===== src/rtl/mtis_pkg.sv =====
package mtis_pkg;
  typedef enum logic {
    SEL_INTERLEAVE = 1'b0,
    SEL_BLOCKED    = 1'b1
  } sel_mode_e;
endpackage


===== src/rtl/mtis_rr_pick.sv =====
module mtis_rr_pick #(
  parameter int N  = 4,
  parameter int TW = 2
) (
  input  logic [N-1:0]  req,
  input  logic [TW-1:0] after,
  output logic          found,
  output logic [TW-1:0] idx
);
  // Iterate from farthest to nearest so the nearest requester wins.
  always_comb begin
    found = 1'b0;
    idx   = after;
    for (int k = N; k >= 1; k--) begin
      int c;
      c = int'(after) + k;
      if (c >= N) c = c - N;
      if (req[c]) begin
        found = 1'b1;
        idx   = TW'(c);
      end
    end
  end
endmodule


===== src/rtl/mtis_pc_bank.sv =====
module mtis_pc_bank #(
  parameter int               N      = 4,
  parameter int               TW     = 2,
  parameter int               PW     = 32,
  parameter int unsigned      STEP   = 4,
  parameter logic [PW-1:0]    BASE   = '0,
  parameter int unsigned      STRIDE = 32'h100
) (
  input  logic                 clk,
  input  logic                 rst,
  input  logic                 adv,
  input  logic [TW-1:0]        adv_tid,
  output logic [N-1:0][PW-1:0] pc_nxt
);
  logic [N-1:0][PW-1:0] pc_q;

  for (genvar i = 0; i < N; i++) begin : g_ctx
    always_comb begin
      pc_nxt[i] = pc_q[i];
      if (adv && adv_tid == TW'(i)) pc_nxt[i] = pc_q[i] + PW'(STEP);
    end

    always_ff @(posedge clk) begin
      if (rst) pc_q[i] <= BASE + PW'(i * STRIDE);
      else     pc_q[i] <= pc_nxt[i];
    end

    // a context's PC never moves unless that context's issue is taken
    a_r5_pc_still: assert property (@(posedge clk) disable iff (rst)
      !(adv && adv_tid == TW'(i)) |=> pc_q[i] == $past(pc_q[i]));
  end
endmodule


===== src/rtl/mtis_thread_sel.sv =====
module mtis_thread_sel
  import mtis_pkg::*;
#(
  parameter int               NUM_THREADS    = 4,
  parameter int               PC_W           = 32,
  parameter int unsigned      PC_STEP        = 4,
  parameter int               SWITCH_PENALTY = 2,
  parameter logic [PC_W-1:0]  START_BASE     = '0,
  parameter int unsigned      START_STRIDE   = 32'h100,
  localparam int TW = (NUM_THREADS > 1) ? $clog2(NUM_THREADS) : 1
) (
  input  logic                   clk,
  input  logic                   rst,
  input  logic                   coarse_mode,
  input  logic [NUM_THREADS-1:0] thr_ready,
  input  logic [NUM_THREADS-1:0] thr_hazard,
  input  logic [NUM_THREADS-1:0] thr_miss,
  input  logic                   issue_accept,
  output logic                   issue_valid,
  output logic [TW-1:0]          issue_tid,
  output logic [PC_W-1:0]        issue_pc
);
  localparam int CW = $clog2(SWITCH_PENALTY + 1);
  localparam logic [TW-1:0] LAST_TID = TW'(NUM_THREADS - 1);

  sel_mode_e mode;
  logic fire, hold;
  logic [NUM_THREADS-1:0] elig;
  logic [TW-1:0] last_q, last_n, owner_q, owner_succ, target;
  logic [CW-1:0] cnt_q;
  logic f_found, t_found;
  logic [TW-1:0] f_idx, t_idx;
  logic [NUM_THREADS-1:0][PC_W-1:0] pc_nxt;

  assign mode   = sel_mode_e'(coarse_mode);
  assign fire   = issue_valid & issue_accept;
  assign hold   = issue_valid & ~issue_accept;
  assign elig   = thr_ready & ~thr_hazard & ~thr_miss;
  assign last_n = fire ? issue_tid : last_q;
  assign owner_succ = (owner_q == LAST_TID) ? '0 : owner_q + 1'b1;
  assign target = t_found ? t_idx : owner_succ;

  mtis_rr_pick #(.N(NUM_THREADS), .TW(TW)) u_pick_fine (
    .req(elig), .after(last_n), .found(f_found), .idx(f_idx)
  );

  mtis_rr_pick #(.N(NUM_THREADS), .TW(TW)) u_pick_target (
    .req(~thr_miss), .after(owner_q), .found(t_found), .idx(t_idx)
  );

  mtis_pc_bank #(
    .N(NUM_THREADS), .TW(TW), .PW(PC_W), .STEP(PC_STEP),
    .BASE(START_BASE), .STRIDE(START_STRIDE)
  ) u_pcs (
    .clk(clk), .rst(rst), .adv(fire), .adv_tid(issue_tid), .pc_nxt(pc_nxt)
  );

  always_ff @(posedge clk) begin
    if (rst) begin
      issue_valid <= 1'b0;
      issue_tid   <= '0;
      issue_pc    <= '0;
      last_q      <= LAST_TID;
      owner_q     <= '0;
      cnt_q       <= '0;
    end else begin
      last_q <= last_n;
      if (!hold) begin
        if (mode == SEL_INTERLEAVE) begin
          cnt_q       <= '0;
          issue_valid <= f_found;
          issue_tid   <= f_idx;
          issue_pc    <= pc_nxt[f_idx];
        end else if (cnt_q != '0) begin
          issue_valid <= 1'b0;
          cnt_q       <= cnt_q - 1'b1;
        end else if (thr_miss[owner_q]) begin
          issue_valid <= 1'b0;
          owner_q     <= target;
          cnt_q       <= CW'(SWITCH_PENALTY - 1);
        end else begin
          issue_valid <= elig[owner_q];
          issue_tid   <= owner_q;
          issue_pc    <= pc_nxt[owner_q];
        end
      end
    end
  end

  // a refused offer is held unchanged
  a_r6_hold: assert property (@(posedge clk) disable iff (rst)
    hold |=> issue_valid && $stable(issue_tid) && $stable(issue_pc));

  // nothing eligible at a fresh selection gives an idle cycle
  a_r4_idle: assert property (@(posedge clk) disable iff (rst)
    !hold && elig == '0 |=> !issue_valid);

  // anything offered was eligible when it was chosen
  a_r3_skip_stalled: assert property (@(posedge clk) disable iff (rst)
    !hold |=> !issue_valid || (|(($past(elig) >> issue_tid) & NUM_THREADS'(1))));

  // a miss on the owner in blocked mode starts an idle window
  a_r8_switch_idle: assert property (@(posedge clk) disable iff (rst)
    !hold && coarse_mode && cnt_q == '0 && thr_miss[owner_q] |=> !issue_valid);

  // back-to-back taken issues of one thread step its PC
  a_r5_pc_step: assert property (@(posedge clk) disable iff (rst)
    fire |=> !(issue_valid && issue_tid == $past(issue_tid))
             || issue_pc == $past(issue_pc) + PC_W'(PC_STEP));

  // first cycle out of reset offers nothing
  a_r1_reset_idle: assert property (@(posedge clk) disable iff (rst)
    $past(rst) |-> !issue_valid);
endmodule


===== config.mk =====
export PLATFORM = sky130hd
export DESIGN_NAME = mtis_thread_sel
export DESIGN_NICKNAME = d
export VERILOG_FILES = /design/src/rtl/mtis_pkg.sv /design/src/rtl/mtis_rr_pick.sv /design/src/rtl/mtis_pc_bank.sv /design/src/rtl/mtis_thread_sel.sv
export SDC_FILE = /design/constraint.sdc
export NUM_CORES = 1
export LEC_CHECK = 0
export BUFFER_PORTS_ARGS = -buffer_cell sky130_fd_sc_hd__buf_2
export CAP_MARGIN = 20
export CORE_ASPECT_RATIO = 0.9
export CORE_MARGIN = 4
export CORE_UTILIZATION = 30
export CTS_CLUSTER_SIZE = 8
export DETAILED_ROUTE_END_ITERATION = 8
export SLEW_MARGIN = 25
export SYNTH_ARGS = -nofsm -noshare
export SYNTH_HDL_FRONTEND = slang
export SYNTH_SLANG_ARGS = --single-unit

===== constraint.sdc =====
create_clock -name clk -period 3.1 [get_ports clk]
set_input_delay 0.31 -clock clk [delete_from_list [all_inputs] [get_ports clk]]
set_output_delay 0.31 -clock clk [all_outputs]
set_load 0.1 [all_outputs]

==> out/metrics.yaml, run 1 <==
timing:
  hold-worst-slack_ns: 0.3297
  max_freq_ghz: 0.3637
  final.period_utilization_pct: 88.70
  fin_crit_ns: 2.750
  hold_viol: 0
  tns_ns: 0
  setup_viol: 0
  max_slew_margin_pct: 40.08
  tightest_slew_ns: 0.8988
  rsz0062_at_grt: "no"
  skew_ns: 0.01222
  final-max-slew-violation-count: 0
yosys:
  synthSimpleGateAreaFrac_pct: 27.14
  synth_top_family_by_area: "simple AND/OR/NAND/NOR gates"
  yosysSeqAreaShare_pct: 35.45
  ys_types: 79
  yosys_warnings: 0
  ys_seq_elements: 159
  synth_compound_area_share_pct: 11.38
  synth_mux_area_share_pct: 9.447
  syn_area_um2: 8980
  async_flop_share_pct: 0
  synth_xor_area_share_pct: 11.12
  synth_edf_count: 0
  synth_cells: 1037
  syn_area_per_cell_um2: 8.659
  ys.flop_type: "dfxtp_1"
  synth_fa_ha_area_share_pct: 0.6967
clocking:
  cts_tree: "done"
  clockBufferDepth: 2
  numClockSinks: 159
  post_cts_buffers: 0
  cts_inserted_buffers: 17
  ctsHoldBuffers: 0
  worstSkewPairLatency_ns: 0.43
  root_buffer: "clkbuf_16"
  post_cts_resized: 0
  h-tree-depth: 4
  clk_pin_slew_ns: 0.07
pwr:
  irDropWorstVdd_mv: 0.3905
  power_mw: 5.466
  power_density_nw_per_um2: 528.3
  internal_power_mw: 3.732
  pwr-share-seq_pct: 39.5
  swShare_pct: 31.72
  p_clk_share_pct: 40.9
  p_switching_mw: 1.734
  power_leakage_nw: 3.916
  p_comb_share_pct: 19.6
global_routing:
  first_global_vias: 7293
  grt_overflow: 0
  grt_usage_pct: 16.14
  grt_pass1_wl_um: 41320
  antenna_found_initial: 0
  grt_max_degree: 85
setup_path:
  worst-path-max-fanout: 19
  r2r_slack_ns: 0.35
  crit_slowest_cell: "dfxtp_2"
  cp-start-kind: "register"
  slowest_delay_ns: 0.56
  reg2reg_from: "issue_valid"
  path_buf_inv: 1
  required_ns: 3.44
  crit_family: "compound AO/OA/AOI/OAI gates"
  r2r_end: "issue_pc[24]"
  cp.depth: 8
  rr_worst_depth: 8
  worstSetupPathType: "register to register"
  critPathArrivalTime_ns: 3.09
  crit_chain: "a21boi_0 -> nor2_1 -> mux2_2 -> nand2_1 -> o22ai_1 -> buf_4 -> a221o_1 -> o31ai_1"
  cp-end-kind: "register"
worst_hold_path:
  hold_depth: 3
  hold_class: "input port to register"
  hp-start: "issue_accept"
  worst_hold_path.endpoint: "last_q[0]"
flow_run:
  max-cap-violations: 0
drt:
  viasPerCell: 5.278
  drc: 0
  initialDrtViolationCount: 783
  vias: 7885
  wl_per_cell_um: 17.85
  first_pass_iters: 5
  postRouteAntennaNets: 0
  wl_um: 26670
floorplan:
  die_w_um: 190.4
  initial_utilization_pct: 30.72
  dieHeight_um: 172.1
  dieArea_um2: 32770
  core_area_um2: 29230
  io_pins: 51
  std_cell_rows: 59
run_status:
  status: "finished, final reports clean"
layout:
  drive_gt1_share_pct: 15.48
  fin_nets: 1106
  synthToLayoutAreaGrowth_pct: 15.22
  n_antenna_cell: 0
placed_design:
  hpwl_um: 20380
  io_buffers: 48
  place_congestion: 0.9182
==> area by class of cell <==
cell class              instances  area [um^2]
repair buffers                 92        598.1
clock buffers                  19        452.9
well taps                     396        495.5
fillers                      3012        18890
flip-flops and latches        159         3184
clock inverters                13        176.4
multi-input cells             803         5394
inverters                      12        45.04
==> per-layer routing <==
layer,global-route usage [%],vias up,wire [um]
met5,0,-,0
met4,5.089,0,525
met3,2.099,32,1658
met2,24.55,256,11690
met1,23.81,3762,12800
li1,-,3835,-
==> power by group through the flow <==
stage               combinational, mW  clock, mW  sequential [mW]
finish                           1.07       2.24             2.16
global route                     1.13       2.36             2.16
global placement                 1.06          0             2.20
floorplan                       0.530          0             2.51
CTS                              1.06       2.28             2.16
detailed placement               1.06          0             2.20
==> cells in the mapped netlist (13+ instances only) <==
cell type	number	area, um^2
nand3_1	57	285.3
xor2_1	58	508.0
nand4_1	37	231.5
a21oi_1	23	115.1
clkbuf_1	30	112.6
and4_1	13	113.9
nor4_1	17	106.4
nor2_1	149	559.3
buf_2	16	80.08
nor3_1	25	125.1
nand2_1	99	371.6
dfxtp_1	159	3183
and3_1	17	106.4
mux2i_1	60	600.6
o21ai_0	18	90.09
xnor2_1	56	490.5
==> tightest hold or removal path, delay by kind of cell <==
kind / cells / cell delay, ns
AND/OR/NAND/NOR: 2 / 0.28
buffers and inverters: 1 / 0.15
==> flip-flops by register name, summed over array words and instances (netlist names) <==
signal / cells
cnt_q: 2
issue_pc: 30
issue_tid: 2
issue_valid: 1
last_q: 2
owner_q: 2
u_pcs.pc_q: 120
==> cells by family after synthesis <==
logic type | count (synthesis)
AOI/OAI and AO/OA | 136
muxes | 73
and+or+nand+nor | 473
adders and majority gates | 5
buffers and inverters | 76
other | 1
xor gates and xnor gates | 114
DFF | 159
==> placed cells by master (no fill, tap or decap), types with 6 or more instances in the layout <==
cell and count:
clkbuf_16 17, a221oi_1 11, nor2_1 147, nor4_1 17, a211oi_1 6, nand2b_1 6
buf_4 43, xnor2_1 56, and3_1 17, a22o_1 9, inv_1 11, mux2i_1 59
o221ai_1 7, and2_1 7, nand3_1 57, buf_2 47, xor2_1 58, a21oi_1 23
nor3_1 25, o21ai_0 18, and4_1 13, mux4_2 9, a22oi_1 10, dfxtp_1 158
nand2_1 99, nand4_1 37
==> worst max path at each step <==
stage	slack, ns	endpoint	from
2_1_floorplan	0.07	issue_pc[18]	issue_tid[1]
3_3_place_gp	0.27	issue_pc[30]	thr_miss[3]
3_5_place_dp	0.24	issue_pc[30]	thr_miss[3]
4_1_cts	0.28	issue_pc[29]	issue_valid
5_1_grt	0.11	issue_pc[29]	issue_valid
6_report	0.35	issue_pc[24]	issue_valid
==> through the flow <==
step / utilization [%] / setup slack (ns) / instance area, um^2 / cells
floorplan: - / 0.06984 / 8985 / 1038
global placement: 33.19 / 0.2656 / 9702 / 1460
detailed placement: 33.19 / 0.2401 / 9702 / 1460
CTS: 35.34 / 0.2844 / 10330 / 1492
global route: 35.39 / 0.1076 / 10350 / 1494
finish: 35.39 / 0.3502 / 10350 / 1494
Power figures use the tool's default switching activity.
==> run 2, diff against run 1 <==
--- a/config.mk
+++ b/config.mk
@@ -7,11 +7,13 @@
 export LEC_CHECK = 0
 export BUFFER_PORTS_ARGS = -buffer_cell sky130_fd_sc_hd__buf_2
 export CAP_MARGIN = 20
+export CELL_PAD_IN_SITES_DETAIL_PLACEMENT = 0
+export CELL_PAD_IN_SITES_GLOBAL_PLACEMENT = 1
 export CORE_ASPECT_RATIO = 0.9
 export CORE_MARGIN = 4
-export CORE_UTILIZATION = 30
-export CTS_CLUSTER_SIZE = 8
+export CORE_UTILIZATION = 47
 export DETAILED_ROUTE_END_ITERATION = 8
+export PLACE_DENSITY_LB_ADDON = 0.1
 export SLEW_MARGIN = 25
 export SYNTH_ARGS = -nofsm -noshare
 export SYNTH_HDL_FRONTEND = slang
==> run 2 against run 1 <==
First-iteration DRC count fell by 21%; power fell by 4.7%; die area fell by 35%; critical endpoint is now issue_pc[27]; largest cell class unchanged; largest power group is now sequential cells.
==> out/metrics.yaml, run 2 (synthesis results as in run 1) <==
setup_path:
  crit_family: "simple AND/OR/NAND/NOR gates"
  required_ns: 3.42  # -0.02 ns
  critPathArrivalTime_ns: 3.04  # -0.05 ns
  worstSetupPathType: "register to register"
  crit_path_frequent_cell: "nand3_1"
  worst-path-max-fanout: 11  # -8
  path_buf_inv: 1  # unchanged
  cp-start-kind: "register"
  crit_slowest_cell: "dfxtp_1"
  cp-end-kind: "register"
  crit_chain: "buf_4 -> and4b_1 -> nand3_1 -> nor4_1 -> xnor2_1 -> mux2_2 -> nand3_1 -> a32o_1"
  slowest_delay_ns: 0.49  # -0.07 ns
layout:
  drive_gt1_share_pct: 15.24  # -0.25 points
  top_register: "u_pcs.pc_q"
  synthToLayoutAreaGrowth_pct: 11.90
  final_cell_mix: "dfxtp_1 (158), nor2_1 (147), nand2_1 (99), mux2i_1 (59), xor2_1 (58)"
  largest_registers: "u_pcs.pc_q (120), issue_pc (30)"
  n_antenna_cell: 0  # unchanged
  layout_commonest_cell: "dfxtp_1"
  nFillCells: 1771  # -41%
  largest_register_ffs: 120  # unchanged
  finish.utilization_pct: 54.07  # +19 points
  fin_nets: 1104  # -0.18%
timing:
  max_freq_ghz: 0.3676  # +1.1%
  max_slew_margin_pct: 47.56  # +7.5 points
  tightest_slew_ns: 0.7858  # -0.1130 ns
  setup_viol: 0  # unchanged
  hold_viol: 0  # unchanged
  rsz0062_at_grt: "no"
  skew_ns: 0.01123  # -0.0009879 ns
  final-max-slew-violation-count: 0  # unchanged
  final.period_utilization_pct: 87.75  # -0.95 points
  fin_crit_ns: 2.720  # -0.02943 ns
  worst_slack_ns: 0.3797  # +0.02943 ns
  tns_ns: 0  # unchanged
clocking:
  worstSkewPairLatency_ns: 0.43  # about the same
  cts_tree: "done"
  clockBufferDepth: 2  # unchanged
  post_cts_buffers: 0  # unchanged
  clk_pin_slew_ns: 0.07  # about the same
  cts_inserted_buffers: 17  # unchanged
  ctsHoldBuffers: 0  # unchanged
  numClockSinks: 159  # unchanged
  root_buffer: "clkbuf_16"
  post_cts_resized: 0  # unchanged
  h-tree-depth: 4  # unchanged
global_routing:
  grt_max_degree: 73  # -14%
  antenna_found_initial: 0  # unchanged
  grt_pass1_wl_um: 41040  # -0.67%
  first_global_vias: 7090  # -2.8%
  grt_usage_pct: 24.36  # +8.2 points
  grt_overflow: 0  # unchanged
floorplan:
  dieArea_um2: 21380  # -35%
  std_cell_rows: 47  # -20%
  io_pins: 51  # unchanged
  die_w_um: 153.7  # -19%
  initial_utilization_pct: 48.32  # +18 points
  core_area_um2: 18580  # -36%
  dieHeight_um: 139.1  # -19%
drt:
  drc: 0  # unchanged
  initialDrtViolationCount: 617  # -21%
  wl_um: 26570  # -0.36%
  first_pass_iters: 6  # +1
  postRouteAntennaNets: 0  # unchanged
  vias: 7851  # -0.43%
  wl_per_cell_um: 19.82  # +11%
  viasPerCell: 5.855  # +11%
placed_design:
  hpwl_um: 19850  # -2.6%
  place_ws_ns: 0.3776  # +0.1375 ns
  place_congestion: 0.8679  # -5.5%
  io_buffers: 48  # unchanged
flow_run:
  max-cap-violations: 0  # unchanged
worst_hold_path:
  hold_class: "input port to register"
pwr:
  power_density_nw_per_um2: 518.2  # -1.9%
  irDropWorstVdd_mv: 0.3275  # -16%
  power_leakage_nw: 3.868  # -1.2%
run_status:
  status: "finished, final reports clean"
## run 2: cell types whose count changed in the layout (fill, tap and decap cells not counted)
cell / previous run / this run
clkinv_2: 0 / 2
clkbuf_1: 0 / 1
clkbuf_8: 2 / 1
buf_4: 43 / 42
bufinv_16: 3 / 0
clkinv_4: 2 / 3
buf_12: 2 / 1
## run 2: worst reg2reg max path, delay by kind of cell (launching register included)
| kind | cells | cell delay, ns |
|---|---|---|
| AO/OA/AOI/OAI | 1 | 0.22 |
| XOR/XNOR | 1 | 0.26 |
| buffers and inverters | 1 | 0.21 |
| flip-flops | 1 | 0.49 |
| multiplexers | 1 | 0.22 |
| AND/OR/NAND/NOR | 4 | 1.22 |
## run 2: final cells by class
| type | count | area (um^2) | share of cell area (%) |
|---|---|---|---|
| flip-flops and latches | 159 | 3184 | 31.69 |
| multi-input cells | 803 | 5394 | 53.68 |
| inverters | 12 | 45.04 | 0.4483 |
| clock buffers | 19 | 442.9 | 4.408 |
| repair buffers | 90 | 570.5 | 5.678 |
| well taps | 245 | 306.5 | 3.051 |
| clock inverters | 13 | 105.1 | 1.046 |
## run 2: worst paths after layout
kind / cells after the start / start / endpoint / slack, ns
max: 8 / issue_tid[1] / issue_pc[27] / 0.38
min: 3 / coarse_mode / cnt_q[1] / 0.39
max reg2reg: 8 / issue_tid[1] / issue_pc[27] / 0.38
min reg2reg: 2 / issue_pc[5] / issue_pc[5] / 0.44
## run 2: per-stage QoR
step / hold slack, ns / cell area [um^2] / power, mW / cells
2_1_floorplan: 0.4500 / 8985 / 3.035 / 1038
3_3_place_gp: 0.4213 / 9500 / 3.275 / 1309
3_5_place_dp: 0.4305 / 9500 / 3.270 / 1309
4_1_cts: 0.3645 / 10050 / 5.245 / 1341
5_1_grt: 0.4099 / 10050 / 5.397 / 1341
6_report: 0.3925 / 10050 / 5.207 / 1341
## run 2: layer usage
metal  global-route usage [%]  vias to the layer above  wire (um)
met5                        0                        -          0
met1                    38.36                     3769      13420
met4                    5.019                        0        218
met2                    34.66                      236      11180
met3                    4.243                       16       1751
li1                         -                     3830          -
## run 2: power by group
part	total, mW	switching, mW	internal, mW	leakage [nW]
logic	1.09	0.784	0.305	2.32
clock network	1.97	0.912	1.06	0.263
registers	2.14	0.0468	2.10	1.29
total	5.21	1.74	3.46	3.87
==> run 3, diff against run 2 <==
==> constraint.sdc (replaced) <==
create_clock -name clk -period 3.11 [get_ports clk]
set_input_delay 0.1555 -clock clk [delete_from_list [all_inputs] [get_ports clk]]
set_output_delay 0.1555 -clock clk [all_outputs]
set_load 0.1 [all_outputs]
==> run 3 against run 2 <==
Non-clock buffer count stayed put; sequential power is essentially flat; die area unchanged; global-route usage is 0.54 points higher; via count fell by 0.71%; cell area grew 0.71%.
==> out/metrics.yaml, run 3 (synthesis results as in run 1) <==
setup_path:
  reg2reg_from: "issue_valid"
  required_ns: 3.42  # about the same
  rr_worst_depth: 8  # unchanged
  cp-end-kind: "register"
  critPathArrivalTime_ns: 3.17  # +0.13 ns
  crit_slowest_cell: "dfxtp_1"
  crit_chain: "a21boi_0 -> nor2_1 -> mux2i_4 -> buf_4 -> and3_1 -> a211oi_1 -> a311oi_1 -> o21ai_1"
  cp-start-kind: "register"
  slowest_delay_ns: 0.60  # +0.11 ns
  worst-path-max-fanout: 16  # +5
  cp-startpoint: "issue_valid"
  worstSetupPathType: "register to register"
layout:
  layout_commonest_cell: "dfxtp_1"
  largest_registers: "u_pcs.pc_q (120), issue_pc (30)"
  final_cell_mix: "dfxtp_1 (159), nor2_1 (147), nand2_1 (99), mux2i_1 (59), xor2_1 (58)"
  synthToLayoutAreaGrowth_pct: 12.69
  finish.utilization_pct: 54.46  # +0.38 points
  fin_nets: 1104  # unchanged
  largest_register_ffs: 120  # unchanged
  top_register: "u_pcs.pc_q"
  n_antenna_cell: 0  # unchanged
  drive_gt1_share_pct: 15.15  # -0.091 points
timing:
  worst_slack_ns: 0.2549  # -0.1248 ns
  fin_crit_ns: 2.855  # +0.1348 ns
  final.period_utilization_pct: 91.80  # +4.1 points
  final-max-slew-violation-count: 0  # unchanged
  tns_ns: 0  # unchanged
  hold_viol: 0  # unchanged
  rsz0062_at_grt: "no"
  tightest_slew_ns: 0.7222  # -0.06355 ns
  skew_ns: 0.01645  # +0.005212 ns
  max_slew_margin_pct: 51.67  # +4.1 points
  setup_viol: 0  # unchanged
  max_freq_ghz: 0.3503  # -4.7%
global_routing:
  grt_max_degree: 67  # -8.2%
  grt_pass1_wl_um: 41790  # +1.8%
  first_global_vias: 7058  # -0.45%
  grt_usage_pct: 24.90  # +0.54 points
  antenna_found_initial: 0  # unchanged
  grt_overflow: 0  # unchanged
floorplan:
  dieHeight_um: 139.1  # unchanged
  std_cell_rows: 47  # unchanged
  dieArea_um2: 21380  # unchanged
  io_pins: 51  # unchanged
  die_w_um: 153.7  # unchanged
  core_area_um2: 18580  # unchanged
  initial_utilization_pct: 48.32  # unchanged
drt:
  viasPerCell: 5.813  # -0.71%
  wl_per_cell_um: 19.95  # +0.69%
  vias: 7795  # -0.71%
  wl_um: 26760  # +0.69%
  postRouteAntennaNets: 0  # unchanged
  first_pass_iters: 5  # -1
  initialDrtViolationCount: 694  # +12%
  drc: 0  # unchanged
worst_hold_path:
  hp-start: "rst"
  hold_class: "input port to register"
  hold_depth: 4  # +1
clocking:
  numClockSinks: 159  # unchanged
  clockBufferDepth: 2  # unchanged
  h-tree-depth: 4  # unchanged
  root_buffer: "clkbuf_16"
  clk_pin_slew_ns: 0.07  # about the same
  ctsHoldBuffers: 0  # unchanged
  cts_inserted_buffers: 17  # unchanged
  worstSkewPairLatency_ns: 0.44  # about the same
  cts_tree: "done"
  post_cts_resized: 0  # unchanged
  post_cts_buffers: 0  # unchanged
run_status:
  status: "finished, final reports clean"
placed_design:
  place_ws_ns: 0.3248  # -0.05276 ns
  hpwl_um: 20290  # +2.2%
  place_congestion: 0.9131  # +5.2%
  io_buffers: 48  # unchanged
pwr:
  power_mw: 5.442  # +4.5%
  power_density_nw_per_um2: 537.7  # +3.8%
  irDropWorstVdd_mv: 0.3105  # -5.2%
  power_leakage_nw: 3.894  # +0.67%
flow_run:
  max-cap-violations: 0  # unchanged
==> run 3: cell types whose count changed in the layout (fill, tap and decap cells not counted), sizes merged <==
cell	change
bufinv	+3
clkinv	-4
clkinvlp	+1
==> run 3: critical path, delay by kind of cell (launching register included) <==
family                 cells  cell delay, ns
AOI/OAI and AO/OA          4            0.62
buffers and inverters      1            0.36
DFF                        1            0.60
muxes                      1            0.59
and+or+nand+nor            2            0.55
==> run 3: metrics by stage <==
stage / cell area (um^2) / hold slack, ns / std cells
global placement: 9499 / 0.4254 / 1309
global route: 10120 / 0.1105 / 1341
CTS: 10120 / 0.06907 / 1341
floorplan: 8984 / 0.2955 / 1038
finish: 10120 / 0.08252 / 1341
detailed placement: 9499 / 0.4336 / 1309
==> run 3: power by group <==
| group | leakage [nW] | switching [mW] | internal [mW] | total, mW |
|---|---|---|---|---|
| clock network | 0.291 | 0.922 | 1.30 | 2.23 |
| logic | 2.32 | 0.773 | 0.300 | 1.07 |
| registers | 1.29 | 0.0512 | 2.09 | 2.14 |
| total | 3.89 | 1.75 | 3.70 | 5.44 |
==> run 3: worst paths after layout <==
check                                    end  slack (ns)
worst max register to register  issue_pc[22]        0.25
worst min-delay path             issue_pc[5]        0.08
worst max-delay path            issue_pc[22]        0.25
worst min register to register   issue_pc[5]        0.44
==> run 3: final cells by class <==
cell class                 instances  area [um^2]
tap                              245        306.5
timing repair buffer              90        570.5
clock buffer                      19        442.9
sequential                       159         3183
fill                            1779         8463
multi-input combinational        803         5394
inverter                          12        45.04
clock inverter                    13        177.7
==> run 3: metal layers <==
layer | up-vias | GRT usage, % | wire length [um]
met5 | - | 0 | 0
met2 | 264 | 33.60 | 11010
met1 | 3682 | 40.31 | 13260
met4 | 0 | 6.180 | 400
li1 | 3821 | - | -
met3 | 28 | 4.399 | 2084
